===== config.mk =====
export PLATFORM = sky130hd
export DESIGN_NAME = cadc_req_ctrl
export DESIGN_NICKNAME = d
export VERILOG_FILES = /design/src/rtl/cadc_pkg.sv /design/src/rtl/cadc_cfg_regs.sv /design/src/rtl/cadc_seq.sv /design/src/rtl/cadc_result.sv /design/src/rtl/cadc_req_ctrl.sv
export SDC_FILE = /design/constraint.sdc
export NUM_CORES = 1
export LEC_CHECK = 0
export CAP_MARGIN = 10
export CORE_UTILIZATION = 51
export DETAILED_ROUTE_END_ITERATION = 6
export PLACE_DENSITY = 0.81
export SLEW_MARGIN = 15
export SYNTH_ARGS = -nofsm -noshare
export SYNTH_HDL_FRONTEND = slang
export SYNTH_HIERARCHICAL = 1
export SYNTH_SLANG_ARGS = --single-unit

===== constraint.sdc =====
create_clock -name clk_i -period 2.5 [get_ports clk_i]
set_input_delay 0.25 -clock clk_i [delete_from_list [all_inputs] [get_ports clk_i]]
set_output_delay 0.25 -clock clk_i [all_outputs]
set_load 0.005 [all_outputs]

===== src/rtl/cadc_pkg.sv =====
package cadc_pkg;
  localparam logic [7:0] OFS_STATUS = 8'h08;
  localparam logic [7:0] OFS_MODE   = 8'h40;
  localparam logic [7:0] OFS_CHSEL  = 8'h48;
  localparam logic [7:0] OFS_DIG    = 8'h50;
  localparam logic [7:0] OFS_SETTLE = 8'h51;
  localparam logic [7:0] OFS_REQ    = 8'h52;
  localparam logic [7:0] OFS_AVG    = 8'h5A;
  localparam logic [7:0] OFS_RES    = 8'h60;

  localparam logic [7:0] MODE_MASK  = 8'h17;
  localparam logic [7:0] CHSEL_MASK = 8'hF8;
  localparam logic [7:0] DIG_MASK   = 8'h0F;
  localparam int unsigned REQ_BIT   = 7;
  localparam int unsigned CHAN_LSB  = 3;

  typedef enum logic [1:0] {
    SEQ_IDLE   = 2'd0,
    SEQ_SETTLE = 2'd1,
    SEQ_START  = 2'd2,
    SEQ_WAIT   = 2'd3
  } seq_state_e;
endpackage


===== src/rtl/cadc_cfg_regs.sv =====
module cadc_cfg_regs
  import cadc_pkg::*;
#(
  parameter int unsigned AW = 8,
  parameter int unsigned DW = 8
) (
  input  logic          clk_i,
  input  logic          rst_ni,
  input  logic          we_i,
  input  logic [AW-1:0] addr_i,
  input  logic [DW-1:0] wdata_i,
  output logic [DW-1:0] mode_o,
  output logic [DW-1:0] chsel_o,
  output logic [DW-1:0] dig_o,
  output logic [DW-1:0] settle_o,
  output logic [DW-1:0] avg_o,
  output logic [DW-1:0] rdata_o,
  output logic          hit_o
);
  logic [DW-1:0] mode_q, chsel_q, dig_q, settle_q, avg_q;

  always_ff @(posedge clk_i or negedge rst_ni) begin
    if (!rst_ni) begin
      mode_q   <= '0;
      chsel_q  <= '0;
      dig_q    <= '0;
      settle_q <= '0;
      avg_q    <= '0;
    end else if (we_i) begin
      unique case (addr_i)
        AW'(OFS_MODE):   mode_q   <= wdata_i & DW'(MODE_MASK);
        AW'(OFS_CHSEL):  chsel_q  <= wdata_i & DW'(CHSEL_MASK);
        AW'(OFS_DIG):    dig_q    <= wdata_i & DW'(DIG_MASK);
        AW'(OFS_SETTLE): settle_q <= wdata_i;
        AW'(OFS_AVG):    avg_q    <= wdata_i;
        default: ;
      endcase
    end
  end

  always_comb begin
    hit_o   = 1'b1;
    rdata_o = '0;
    unique case (addr_i)
      AW'(OFS_MODE):   rdata_o = mode_q;
      AW'(OFS_CHSEL):  rdata_o = chsel_q;
      AW'(OFS_DIG):    rdata_o = dig_q;
      AW'(OFS_SETTLE): rdata_o = settle_q;
      AW'(OFS_AVG):    rdata_o = avg_q;
      default:         hit_o   = 1'b0;
    endcase
  end

  assign mode_o   = mode_q;
  assign chsel_o  = chsel_q;
  assign dig_o    = dig_q;
  assign settle_o = settle_q;
  assign avg_o    = avg_q;
endmodule


===== src/rtl/cadc_seq.sv =====
module cadc_seq
  import cadc_pkg::*;
#(
  parameter int unsigned DW          = 8,
  parameter int unsigned SETTLE_UNIT = 4,
  localparam int unsigned MAX_WAIT   = ((1 << DW) - 1) * SETTLE_UNIT,
  localparam int unsigned CNT_W      = $clog2(MAX_WAIT + 1)
) (
  input  logic          clk_i,
  input  logic          rst_ni,
  input  logic          req_i,
  input  logic [DW-1:0] settle_i,
  input  logic          conv_done_i,
  output logic          conv_start_o,
  output logic          latch_o,
  output logic          pending_o,
  output logic          eoc_o
);
  seq_state_e state_q;
  logic [CNT_W-1:0] cnt_q;
  logic pend_q, eoc_q;
  logic [CNT_W-1:0] load_val;

  assign load_val = CNT_W'(settle_i) * CNT_W'(SETTLE_UNIT);

  always_ff @(posedge clk_i or negedge rst_ni) begin
    if (!rst_ni) begin
      state_q <= SEQ_IDLE;
      cnt_q   <= '0;
      pend_q  <= 1'b0;
      eoc_q   <= 1'b0;
    end else begin
      unique case (state_q)
        SEQ_IDLE: if (req_i) begin
          state_q <= SEQ_SETTLE;
          cnt_q   <= load_val;
          pend_q  <= 1'b1;
          eoc_q   <= 1'b0;
        end
        SEQ_SETTLE: begin
          if (cnt_q == '0) state_q <= SEQ_START;
          else             cnt_q   <= cnt_q - 1'b1;
        end
        SEQ_START: state_q <= SEQ_WAIT;
        SEQ_WAIT: if (conv_done_i) begin
          state_q <= SEQ_IDLE;
          pend_q  <= 1'b0;
          eoc_q   <= 1'b1;
        end
        default: state_q <= SEQ_IDLE;
      endcase
    end
  end

  assign conv_start_o = (state_q == SEQ_START);
  assign latch_o      = (state_q == SEQ_WAIT) && conv_done_i;
  assign pending_o    = pend_q;
  assign eoc_o        = eoc_q;
endmodule


===== src/rtl/cadc_result.sv =====
module cadc_result #(
  parameter int unsigned SW = 16,
  parameter int unsigned DW = 8,
  localparam int unsigned NB = SW / DW
) (
  input  logic                   clk_i,
  input  logic                   rst_ni,
  input  logic                   latch_i,
  input  logic [SW-1:0]          sample_i,
  output logic [NB-1:0][DW-1:0]  bytes_o
);
  for (genvar b = 0; b < NB; b++) begin : g_byte
    logic [DW-1:0] byte_q;
    always_ff @(posedge clk_i or negedge rst_ni) begin
      if (!rst_ni)      byte_q <= '0;
      else if (latch_i) byte_q <= sample_i[b*DW +: DW];
    end
    assign bytes_o[b] = byte_q;
  end
endmodule


===== src/rtl/cadc_req_ctrl.sv =====
module cadc_req_ctrl
  import cadc_pkg::*;
#(
  parameter int unsigned AW          = 8,
  parameter int unsigned DW          = 8,
  parameter int unsigned SW          = 16,
  parameter int unsigned SETTLE_UNIT = 4,
  localparam int unsigned NB         = SW / DW,
  localparam int unsigned CHAN_W     = DW - CHAN_LSB
) (
  input  logic              clk_i,
  input  logic              rst_ni,
  input  logic [AW-1:0]     bus_addr_i,
  input  logic [DW-1:0]     bus_wdata_i,
  input  logic              bus_we_i,
  input  logic              bus_re_i,
  output logic [DW-1:0]     bus_rdata_o,
  output logic              conv_start_o,
  input  logic              conv_done_i,
  input  logic [SW-1:0]     conv_sample_i,
  output logic [DW-1:0]     conv_mode_o,
  output logic [CHAN_W-1:0] conv_chan_o,
  output logic [1:0]        conv_clk_sel_o,
  output logic [1:0]        conv_dec_o,
  output logic [DW-1:0]     conv_settle_o,
  output logic [DW-1:0]     conv_avg_o,
  output logic              eoc_o
);
  logic [DW-1:0] mode_r, chsel_r, dig_r, settle_r, avg_r, cfg_rdata;
  logic cfg_hit, req_wr, latch, pend, eoc;
  logic [NB-1:0][DW-1:0] res_bytes;
  logic [SW-1:0] result_q;

  assign req_wr = bus_we_i && (bus_addr_i == AW'(OFS_REQ)) && bus_wdata_i[REQ_BIT];

  cadc_cfg_regs #(.AW(AW), .DW(DW)) u_cfg (
    .clk_i    (clk_i),
    .rst_ni   (rst_ni),
    .we_i     (bus_we_i),
    .addr_i   (bus_addr_i),
    .wdata_i  (bus_wdata_i),
    .mode_o   (mode_r),
    .chsel_o  (chsel_r),
    .dig_o    (dig_r),
    .settle_o (settle_r),
    .avg_o    (avg_r),
    .rdata_o  (cfg_rdata),
    .hit_o    (cfg_hit)
  );

  cadc_seq #(.DW(DW), .SETTLE_UNIT(SETTLE_UNIT)) u_seq (
    .clk_i        (clk_i),
    .rst_ni       (rst_ni),
    .req_i        (req_wr),
    .settle_i     (settle_r),
    .conv_done_i  (conv_done_i),
    .conv_start_o (conv_start_o),
    .latch_o      (latch),
    .pending_o    (pend),
    .eoc_o        (eoc)
  );

  cadc_result #(.SW(SW), .DW(DW)) u_res (
    .clk_i    (clk_i),
    .rst_ni   (rst_ni),
    .latch_i  (latch),
    .sample_i (conv_sample_i),
    .bytes_o  (res_bytes)
  );

  assign result_q = res_bytes;

  always_comb begin
    bus_rdata_o = '0;
    if (bus_re_i) begin
      if (cfg_hit) bus_rdata_o = cfg_rdata;
      else if (bus_addr_i == AW'(OFS_STATUS)) bus_rdata_o = DW'({pend, eoc});
      for (int i = 0; i < NB; i++)
        if (bus_addr_i == AW'(OFS_RES) + AW'(i)) bus_rdata_o = res_bytes[i];
    end
  end

  assign conv_mode_o    = mode_r;
  assign conv_chan_o    = chsel_r[DW-1:CHAN_LSB];
  assign conv_clk_sel_o = dig_r[1:0];
  assign conv_dec_o     = dig_r[3:2];
  assign conv_settle_o  = settle_r;
  assign conv_avg_o     = avg_r;
  assign eoc_o          = eoc;
endmodule


==> run_summary.xml, run 1 <==
<?xml version="1.0" encoding="UTF-8"?>
<metrics>
  <group name="worst_setup_path">
    <metric name="critical_path_buf_inv_count" unit="">4</metric>
    <metric name="critPathKind" unit="">primary input to primary output</metric>
    <metric name="worst_reg_to_reg_cells" unit="">6</metric>
    <metric name="rr_endpoint" unit="">u_seq/cnt_q[3]</metric>
    <metric name="cp-end-kind" unit="">primary output</metric>
    <metric name="worstReg2RegStart" unit="">u_seq/state_q[1]</metric>
    <metric name="worstPathCellList" unit="">dlygate4sd2_1 -&gt; or3b_4 -&gt; nor4b_4 -&gt; buf_4 -&gt; buf_4 -&gt; a221o_1 -&gt; nand2_1 -&gt; a21oi_2 -&gt; o21a_1 -&gt; dlygate4sd2_1</metric>
    <metric name="worst_path_dominant_cell_family" unit="">simple AND/OR/NAND/NOR gates</metric>
    <metric name="crit_fanout" unit="">4</metric>
    <metric name="slowest_delay" unit="ns">0.43</metric>
    <metric name="worst_setup_path_start_kind" unit="">primary input</metric>
    <metric name="crit_arrival" unit="ns">2.19</metric>
    <metric name="cp_slowest_cell" unit="">sky130_fd_sc_hd__or3b_4</metric>
    <metric name="cp.required" unit="ns">2.25</metric>
    <metric name="worst-r2r-setup-slack" unit="ns">0.58</metric>
  </group>
  <group name="power_and_ir_drop">
    <metric name="part_of_the_total_power_dissipated_in_combinational_logic" unit="%">11.2</metric>
    <metric name="leakagePower" unit="nW">2.15</metric>
    <metric name="power.density" unit="nW/µm²">462</metric>
    <metric name="total_power" unit="W">0.00219</metric>
    <metric name="share_seq_of_total_power" unit="%">45.8</metric>
    <metric name="sw_frac_of_total" unit="%">23.4</metric>
    <metric name="power_frac_clock" unit="%">43.0</metric>
    <metric name="internal_power" unit="W">0.00168</metric>
    <metric name="p_sw" unit="W">0.000513</metric>
    <metric name="irDropWorstVdd" unit="mV">0.442</metric>
  </group>
  <group name="sta">
    <metric name="timing.slew.headroom" unit="%">54.3</metric>
    <metric name="fmaxAchievable" unit="GHz">0.409</metric>
    <metric name="period_share" unit="%">97.7</metric>
    <metric name="final_period_minus_worst_setup_slack" unit="ns">2.44</metric>
    <metric name="final-setup-viol-count" unit="">0</metric>
    <metric name="setup_repair_after_global_routing_missed_its_margin" unit="">false</metric>
    <metric name="timing.final.max_slew_violations" unit="">0</metric>
    <metric name="clock_skew" unit="ns">0.00658</metric>
    <metric name="tightestPinTransition" unit="ns">0.685</metric>
    <metric name="final_hold_viol_count" unit="">0</metric>
  </group>
  <group name="finish">
    <metric name="antennaDiodeCount" unit="">0</metric>
    <metric name="ff_latch_area" unit="µm²">1480</metric>
    <metric name="syn_to_final_growth" unit="%">38.6</metric>
    <metric name="design.final.nets" unit="">460</metric>
    <metric name="instances_no_fill" unit="">499</metric>
    <metric name="final_layout_size_suffix_gt1_share" unit="%">30.3</metric>
    <metric name="nFillCells" unit="">456</metric>
    <metric name="multi_input_area" unit="µm²">1850</metric>
    <metric name="postLayoutCoreUtil" unit="%">73.9</metric>
  </group>
  <group name="die">
    <metric name="fp.dieArea" unit="µm²">7040</metric>
    <metric name="initial_utilization" unit="%">53.3</metric>
    <metric name="die_x" unit="µm">83.9</metric>
    <metric name="core_area" unit="µm²">6420</metric>
    <metric name="die_y" unit="µm">83.9</metric>
    <metric name="num_rows" unit="">29</metric>
    <metric name="design.portCount" unit="">80</metric>
  </group>
  <group name="drt">
    <metric name="drt-wirelength-per-cell" unit="µm">18.8</metric>
    <metric name="ant_nets" unit="">0</metric>
    <metric name="viasPerCell" unit="">5.89</metric>
    <metric name="post-route-drc-count" unit="">8</metric>
    <metric name="drt_first_pass_iters" unit="">6</metric>
    <metric name="detailedRoute.firstIterationViolations" unit="">233</metric>
    <metric name="routed_wl" unit="mm">9.37</metric>
    <metric name="detailroute.via_count" unit="">2941</metric>
  </group>
  <group name="run_status">
    <metric name="failed_checks" unit="">design-rule violations</metric>
    <metric name="result_of_the_run" unit="">complete, but fails checks</metric>
  </group>
  <group name="cts">
    <metric name="clock_tree_from_tritoncts" unit="">done</metric>
    <metric name="cts-buffers-inserted" unit="">9</metric>
    <metric name="clk_pin_slew" unit="ns">0.07</metric>
    <metric name="clock-sinks" unit="">59</metric>
    <metric name="clock_tree.root_cell" unit="">sky130_fd_sc_hd__clkbuf_8</metric>
    <metric name="htree_levels" unit="">3</metric>
    <metric name="cts_max_path_buffers" unit="">2</metric>
    <metric name="clk_latency" unit="ns">0.34</metric>
  </group>
  <group name="synth">
    <metric name="postSynthCellCount" unit="">302</metric>
    <metric name="yosys_warnings" unit="">6</metric>
    <metric name="syn_area" unit="µm²">3420</metric>
    <metric name="synth.avg_cell_area" unit="µm²">11.3</metric>
  </group>
  <group name="placement">
    <metric name="place.port_buffers" unit="">75</metric>
    <metric name="dpl.cell_count" unit="">477</metric>
    <metric name="dpl.hpwl" unit="mm">6.89</metric>
    <metric name="replace_congestion" unit="">0.927</metric>
  </group>
  <group name="grt">
    <metric name="globalRoute.totalOverflow" unit="">0</metric>
    <metric name="antenna_found_initial" unit="">0</metric>
    <metric name="globalRouteTotalUtil" unit="%">27.8</metric>
    <metric name="vias_in_the_first_global_route" unit="">3005</metric>
    <metric name="grt_max_degree" unit="">31</metric>
    <metric name="grt_pass1_wl" unit="mm">15.2</metric>
  </group>
  <group name="job">
    <metric name="max-cap-violations" unit="">0</metric>
  </group>
  <group name="worst_hold_path">
    <metric name="hold_path_class" unit="">primary input to asynchronous set/reset pin</metric>
  </group>
</metrics>
how the worst max path moves through the flow:
stage / startpoint / slack, ns / cells past startpoint / end
after global placement: bus_addr_i[1] / -0.31 / 8 / bus_rdata_o[1]
final: bus_addr_i[5] / 0.06 / 10 / bus_rdata_o[5]
after detailed placement: bus_addr_i[1] / -0.36 / 8 / bus_rdata_o[0]
after CTS: bus_addr_i[7] / 0.05 / 10 / bus_rdata_o[5]
after global routing: bus_addr_i[5] / 0.02 / 10 / bus_rdata_o[5]
after floorplan: bus_addr_i[0] / 0.21 / 9 / u_seq/cnt_q[4]
power by group through the flow:
| stage | combinational [W] | clock [W] | sequential, W |
|---|---|---|---|
| floorplan | 0.0000714 | 0 | 0.00101 |
| global placement | 0.000240 | 0 | 0.00102 |
| detailed placement | 0.000244 | 0 | 0.00102 |
| CTS | 0.000244 | 0.000958 | 0.00100 |
| global route | 0.000262 | 0.000998 | 0.00101 |
| finish | 0.000245 | 0.000942 | 0.00100 |
state kept, by name, summed over array words and instances, names as in the netlist:
name / count
u_cfg/avg_o: 8
u_cfg/chsel_o: 5
u_cfg/dig_o: 4
u_cfg/mode_o: 4
u_cfg/settle_o: 8
u_res/g_byte.byte_q: 16
u_seq/cnt_q: 10
u_seq/eoc_o: 1
u_seq/pending_o: 1
u_seq/state_q: 2
routing by layer:
layer,global-route usage [%],wire (µm)
met4,12.5,258
met3,7.72,564
met5,0,0
met2,43.7,4350
met1,35.7,4200
worst reg2reg max path: stages (launching register included):
cell and delay, ns:
sky130_fd_sc_hd__dfrtp_1 0.42, sky130_fd_sc_hd__inv_1 0.12, sky130_fd_sc_hd__ha_1 0.29, sky130_fd_sc_hd__buf_4 0.26, sky130_fd_sc_hd__a41o_1 0.42, sky130_fd_sc_hd__a21oi_1 0.09
sky130_fd_sc_hd__o22a_1 0.21
metrics by stage:
| stage | cell area, µm² | setup WS [ns] | hold WS [ns] | TNS [ns] |
|---|---|---|---|---|
| detailed placement | 4470 | -0.359 | 0.329 | -2.64 |
| finish | 4740 | 0.0565 | 0.485 | 0 |
| global placement | 4470 | -0.308 | 0.322 | -2.32 |
| floorplan | 3430 | 0.208 | -0.0456 | 0 |
| global route | 4740 | 0.0173 | 0.506 | 0 |
| CTS | 4720 | 0.0545 | 0.496 | 0 |
cell usage in the layout, fill, tap and decap left out, drive strengths merged, types with 7 or more instances in the layout:
master          n
nor4            9
a31oi           7
mux2           51
inv             8
dfrtp          59
dlygate4sd2    13
o21a            8
nand2          14
clkdlybuf4s50  58
a21oi          10
mux2i          11
buf            45
o21ai          16
clkbuf         11
nor2           10
nor3           11
cell type report:
type / count / area share (%)
Clock buffer: 11 / 2.77
Clock inverter: 5 / 1.64
Inverter: 8 / 0.633
Multi-Input combinational cell: 220 / 39.0
Sequential cell: 59 / 31.1
Tap cell: 77 / 2.03
Timing Repair Buffer: 119 / 22.8
timing repair:
item / CTS / global route
pin swaps: 7 / 2
setup buffers: 3 / 2
hold buffers: 1 / 0
hold endpoints to repair: 29 / 0
resized for setup: 29 / 2
setup endpoints to repair: 8 / 3
Note: power is estimated with default switching activity, not from simulation.
==> run 2: changes to the inputs <==
- CAP_MARGIN: 10 -> unset
- CORE_MARGIN: unset -> 2
==> run 2 against run 1 <==
Compared with the run above:
- the flow now finishes without violations
- sequential power barely moved
- sequential cell count did not move
- die area rose by 4.8%
- cell area rose by 0.47%
- global-route usage fell by 0.60 points
- clock skew fell by 0.0026 ns
- fmax rose by 1.6%
- register-to-register slack got worse by 0.11 ns
- cell count rose by 0.80%
- critical path depth rose by 1
- sequential share of layout area fell by 0.15 points
- critical path type unchanged
==> run_summary.xml, run 2 (synthesis results as in run 1) <==
<?xml version="1.0" encoding="UTF-8"?>
<metrics>
  <group name="sta">
    <metric name="period_share" unit="%">96.2</metric>
    <metric name="fmaxAchievable" unit="GHz">0.416</metric>
    <metric name="clock_skew" unit="ns">0.00402</metric>
    <metric name="setup_tns" unit="ns">0</metric>
    <metric name="final-setup-viol-count" unit="">0</metric>
    <metric name="tightestPinTransition" unit="ns">0.782</metric>
    <metric name="timing.final.max_slew_violations" unit="">0</metric>
    <metric name="timing.slew.headroom" unit="%">47.9</metric>
    <metric name="final_hold_viol_count" unit="">0</metric>
    <metric name="final_period_minus_worst_setup_slack" unit="ns">2.41</metric>
  </group>
  <group name="grt">
    <metric name="grt_max_degree" unit="">36</metric>
    <metric name="antenna_found_initial" unit="">0</metric>
    <metric name="grt_pass1_wl" unit="mm">15.4</metric>
    <metric name="vias_in_the_first_global_route" unit="">2967</metric>
    <metric name="globalRoute.totalOverflow" unit="">0</metric>
    <metric name="globalRouteTotalUtil" unit="%">27.2</metric>
  </group>
  <group name="die">
    <metric name="design.portCount" unit="">80</metric>
    <metric name="die_x" unit="µm">85.9</metric>
    <metric name="num_rows" unit="">29</metric>
    <metric name="core_area" unit="µm²">6420</metric>
    <metric name="die_y" unit="µm">85.9</metric>
    <metric name="fp.dieArea" unit="µm²">7380</metric>
    <metric name="initial_utilization" unit="%">53.3</metric>
  </group>
  <group name="worst_setup_path">
    <metric name="cp_slowest_cell" unit="">sky130_fd_sc_hd__or3b_4</metric>
    <metric name="slowest_delay" unit="ns">0.41</metric>
    <metric name="crit_arrival" unit="ns">2.16</metric>
    <metric name="worst_setup_path_start_kind" unit="">primary input</metric>
    <metric name="worstReg2RegStart" unit="">u_seq/cnt_q[0]</metric>
    <metric name="worst_path_most_repeated_cell" unit="">sky130_fd_sc_hd__buf_4</metric>
    <metric name="cp-end-kind" unit="">primary output</metric>
    <metric name="worst_reg_to_reg_cells" unit="">6</metric>
    <metric name="worstPathCellList" unit="">dlygate4sd2_1 -&gt; or3b_4 -&gt; nor4b_2 -&gt; buf_4 -&gt; buf_4 -&gt; buf_4 -&gt; a221o_1 -&gt; nand2_1 -&gt; a21oi_2 -&gt; o21a_1 -&gt; clkdlybuf4s15_1</metric>
    <metric name="cp.required" unit="ns">2.25</metric>
    <metric name="crit_start" unit="">bus_addr_i[7]</metric>
    <metric name="crit_fanout" unit="">5</metric>
    <metric name="critPathKind" unit="">primary input to primary output</metric>
  </group>
  <group name="power_and_ir_drop">
    <metric name="share_seq_of_total_power" unit="%">45.2</metric>
    <metric name="irDropWorstVdd" unit="mV">0.368</metric>
    <metric name="p_sw" unit="W">0.000534</metric>
    <metric name="sw_frac_of_total" unit="%">24.1</metric>
    <metric name="internal_power" unit="W">0.00169</metric>
    <metric name="power.density" unit="nW/µm²">466</metric>
    <metric name="power_frac_clock" unit="%">43.3</metric>
    <metric name="leakagePower" unit="nW">2.16</metric>
    <metric name="part_of_the_total_power_dissipated_in_combinational_logic" unit="%">11.5</metric>
    <metric name="total_power" unit="W">0.00222</metric>
  </group>
  <group name="drt">
    <metric name="ant_nets" unit="">0</metric>
    <metric name="routed_wl" unit="mm">9.80</metric>
    <metric name="detailroute.via_count" unit="">3026</metric>
    <metric name="detailedRoute.firstIterationViolations" unit="">183</metric>
    <metric name="post-route-drc-count" unit="">0</metric>
    <metric name="drt-wirelength-per-cell" unit="µm">19.5</metric>
    <metric name="drt_first_pass_iters" unit="">4</metric>
    <metric name="viasPerCell" unit="">6.02</metric>
  </group>
  <group name="cts">
    <metric name="clock-sinks" unit="">59</metric>
    <metric name="clk_pin_slew" unit="ns">0.06</metric>
    <metric name="cts-buffers-inserted" unit="">9</metric>
    <metric name="clock_tree.root_cell" unit="">sky130_fd_sc_hd__clkbuf_8</metric>
    <metric name="clk_latency" unit="ns">0.34</metric>
    <metric name="htree_levels" unit="">3</metric>
    <metric name="cts_max_path_buffers" unit="">2</metric>
    <metric name="clock_tree_from_tritoncts" unit="">done</metric>
  </group>
  <group name="run_status">
    <metric name="result_of_the_run" unit="">completed</metric>
  </group>
  <group name="finish">
    <metric name="final_layout_size_suffix_gt1_share" unit="%">31.2</metric>
    <metric name="largest_reg_flops" unit="">16</metric>
    <metric name="design.final.nets" unit="">464</metric>
    <metric name="largest-register" unit="">u_res/g_byte.byte_q</metric>
    <metric name="layout_commonest_cell" unit="">sky130_fd_sc_hd__dfrtp_1</metric>
    <metric name="syn_to_final_growth" unit="%">39.2</metric>
    <metric name="multi_input_area" unit="µm²">1840</metric>
    <metric name="final_design_area_no_fill" unit="µm²">4770</metric>
    <metric name="antennaDiodeCount" unit="">0</metric>
    <metric name="postLayoutCoreUtil" unit="%">74.2</metric>
    <metric name="ff_latch_area" unit="µm²">1480</metric>
    <metric name="instances_no_fill" unit="">503</metric>
    <metric name="mostFrequentLayoutCells" unit="">sky130_fd_sc_hd__dfrtp_1, sky130_fd_sc_hd__clkdlybuf4s50_1, sky130_fd_sc_hd__buf_4, sky130_fd_sc_hd__mux2_2, sky130_fd_sc_hd__nand2_1</metric>
    <metric name="leading_registers_by_flop_count" unit="">u_res/g_byte.byte_q (16), u_seq/cnt_q (10)</metric>
    <metric name="nFillCells" unit="">444</metric>
  </group>
  <group name="placement">
    <metric name="replace_congestion" unit="">0.962</metric>
    <metric name="dpl.cell_count" unit="">479</metric>
    <metric name="dpl.hpwl" unit="mm">7.03</metric>
    <metric name="place.port_buffers" unit="">75</metric>
    <metric name="placed_area" unit="µm²">4460</metric>
  </group>
  <group name="job">
    <metric name="max-cap-violations" unit="">0</metric>
  </group>
  <group name="worst_hold_path">
    <metric name="hold_path_depth" unit="">1</metric>
    <metric name="hold_path_class" unit="">flip-flop to flip-flop</metric>
    <metric name="worst_hold_startpoint" unit="">u_res/g_byte[1].byte_q[0]</metric>
  </group>
</metrics>
run 2: cell count changes in the layout (fill, tap and decap cells not counted), sizes merged:
| cell | change |
|---|---|
| buf | +3 |
| clkbuf | -1 |
| dlymetal6s2s | +1 |
| dlygate4sd2 | -2 |
| clkinv | +1 |
| clkdlybuf4s15 | +2 |
run 2: critical path, delay by kind of cell:
kind / cells / cell delay, ns
buffers and inverters: 5 / 0.83
AOI/OAI and AO/OA: 3 / 0.38
and+or+nand+nor: 3 / 0.69
run 2: final timing paths:
kind | end | slack [ns]
max | bus_rdata_o[3] | 0.09
min | u_res/g_byte[1].byte_q[0] | 0.51
max reg2reg | u_seq/cnt_q[3] | 0.47
min reg2reg | u_res/g_byte[1].byte_q[0] | 0.51
max in group asynchronous | u_res/g_byte[1].byte_q[0] | 1.25
min in group asynchronous | u_cfg/dig_o[2] | 0.52
run 2: metrics by stage:
step	hold WS (ns)	worst slack, ns
after floorplan	-0.0456	0.208
after global placement	0.351	-0.324
after detailed placement	0.368	-0.318
after CTS	0.511	0.0316
after global routing	0.508	-0.0239
final	0.514	0.0946
run 2: power groups by stage:
stage	clock, W	sequential, W	combinational (W)
finish	0.000961	0.00100	0.000254
global route	0.00103	0.00101	0.000272
CTS	0.000976	0.00100	0.000250
detailed placement	0	0.00102	0.000246
global placement	0	0.00102	0.000242
floorplan	0	0.00101	0.0000714
run 2: repair_timing:
action / in CTS / in global routing
pin swaps: 6 / 0
resized for setup: 26 / 6
buffers inserted: 4 / 2
hold buffers: 1 / 0
hold endpoints to repair: 2 / 0
gates cloned: 0 / 1
setup endpoints to repair: 8 / 2
run 2: metal layers:
metal | track usage (%) | part of all wire (%) | routed length [µm] | vias up
met1 | 36.7 | 44 | 4270 | 1484
met2 | 42.3 | 47 | 4590 | 144
li1 | - | - | - | 1377
met3 | 5.97 | 7.2 | 704 | 21
met5 | 0 | 0 | 0 | -
met4 | 11.5 | 2.3 | 228 | 0
run 2: layout make-up:
class / instances / share of cell area (%)
clock inverters: 6 / 1.89
inverters: 8 / 0.630
clock buffers: 10 / 2.68
flip-flops and latches: 59 / 31.0
well taps: 77 / 2.02
multi-input cells: 220 / 38.6
repair buffers: 123 / 23.2
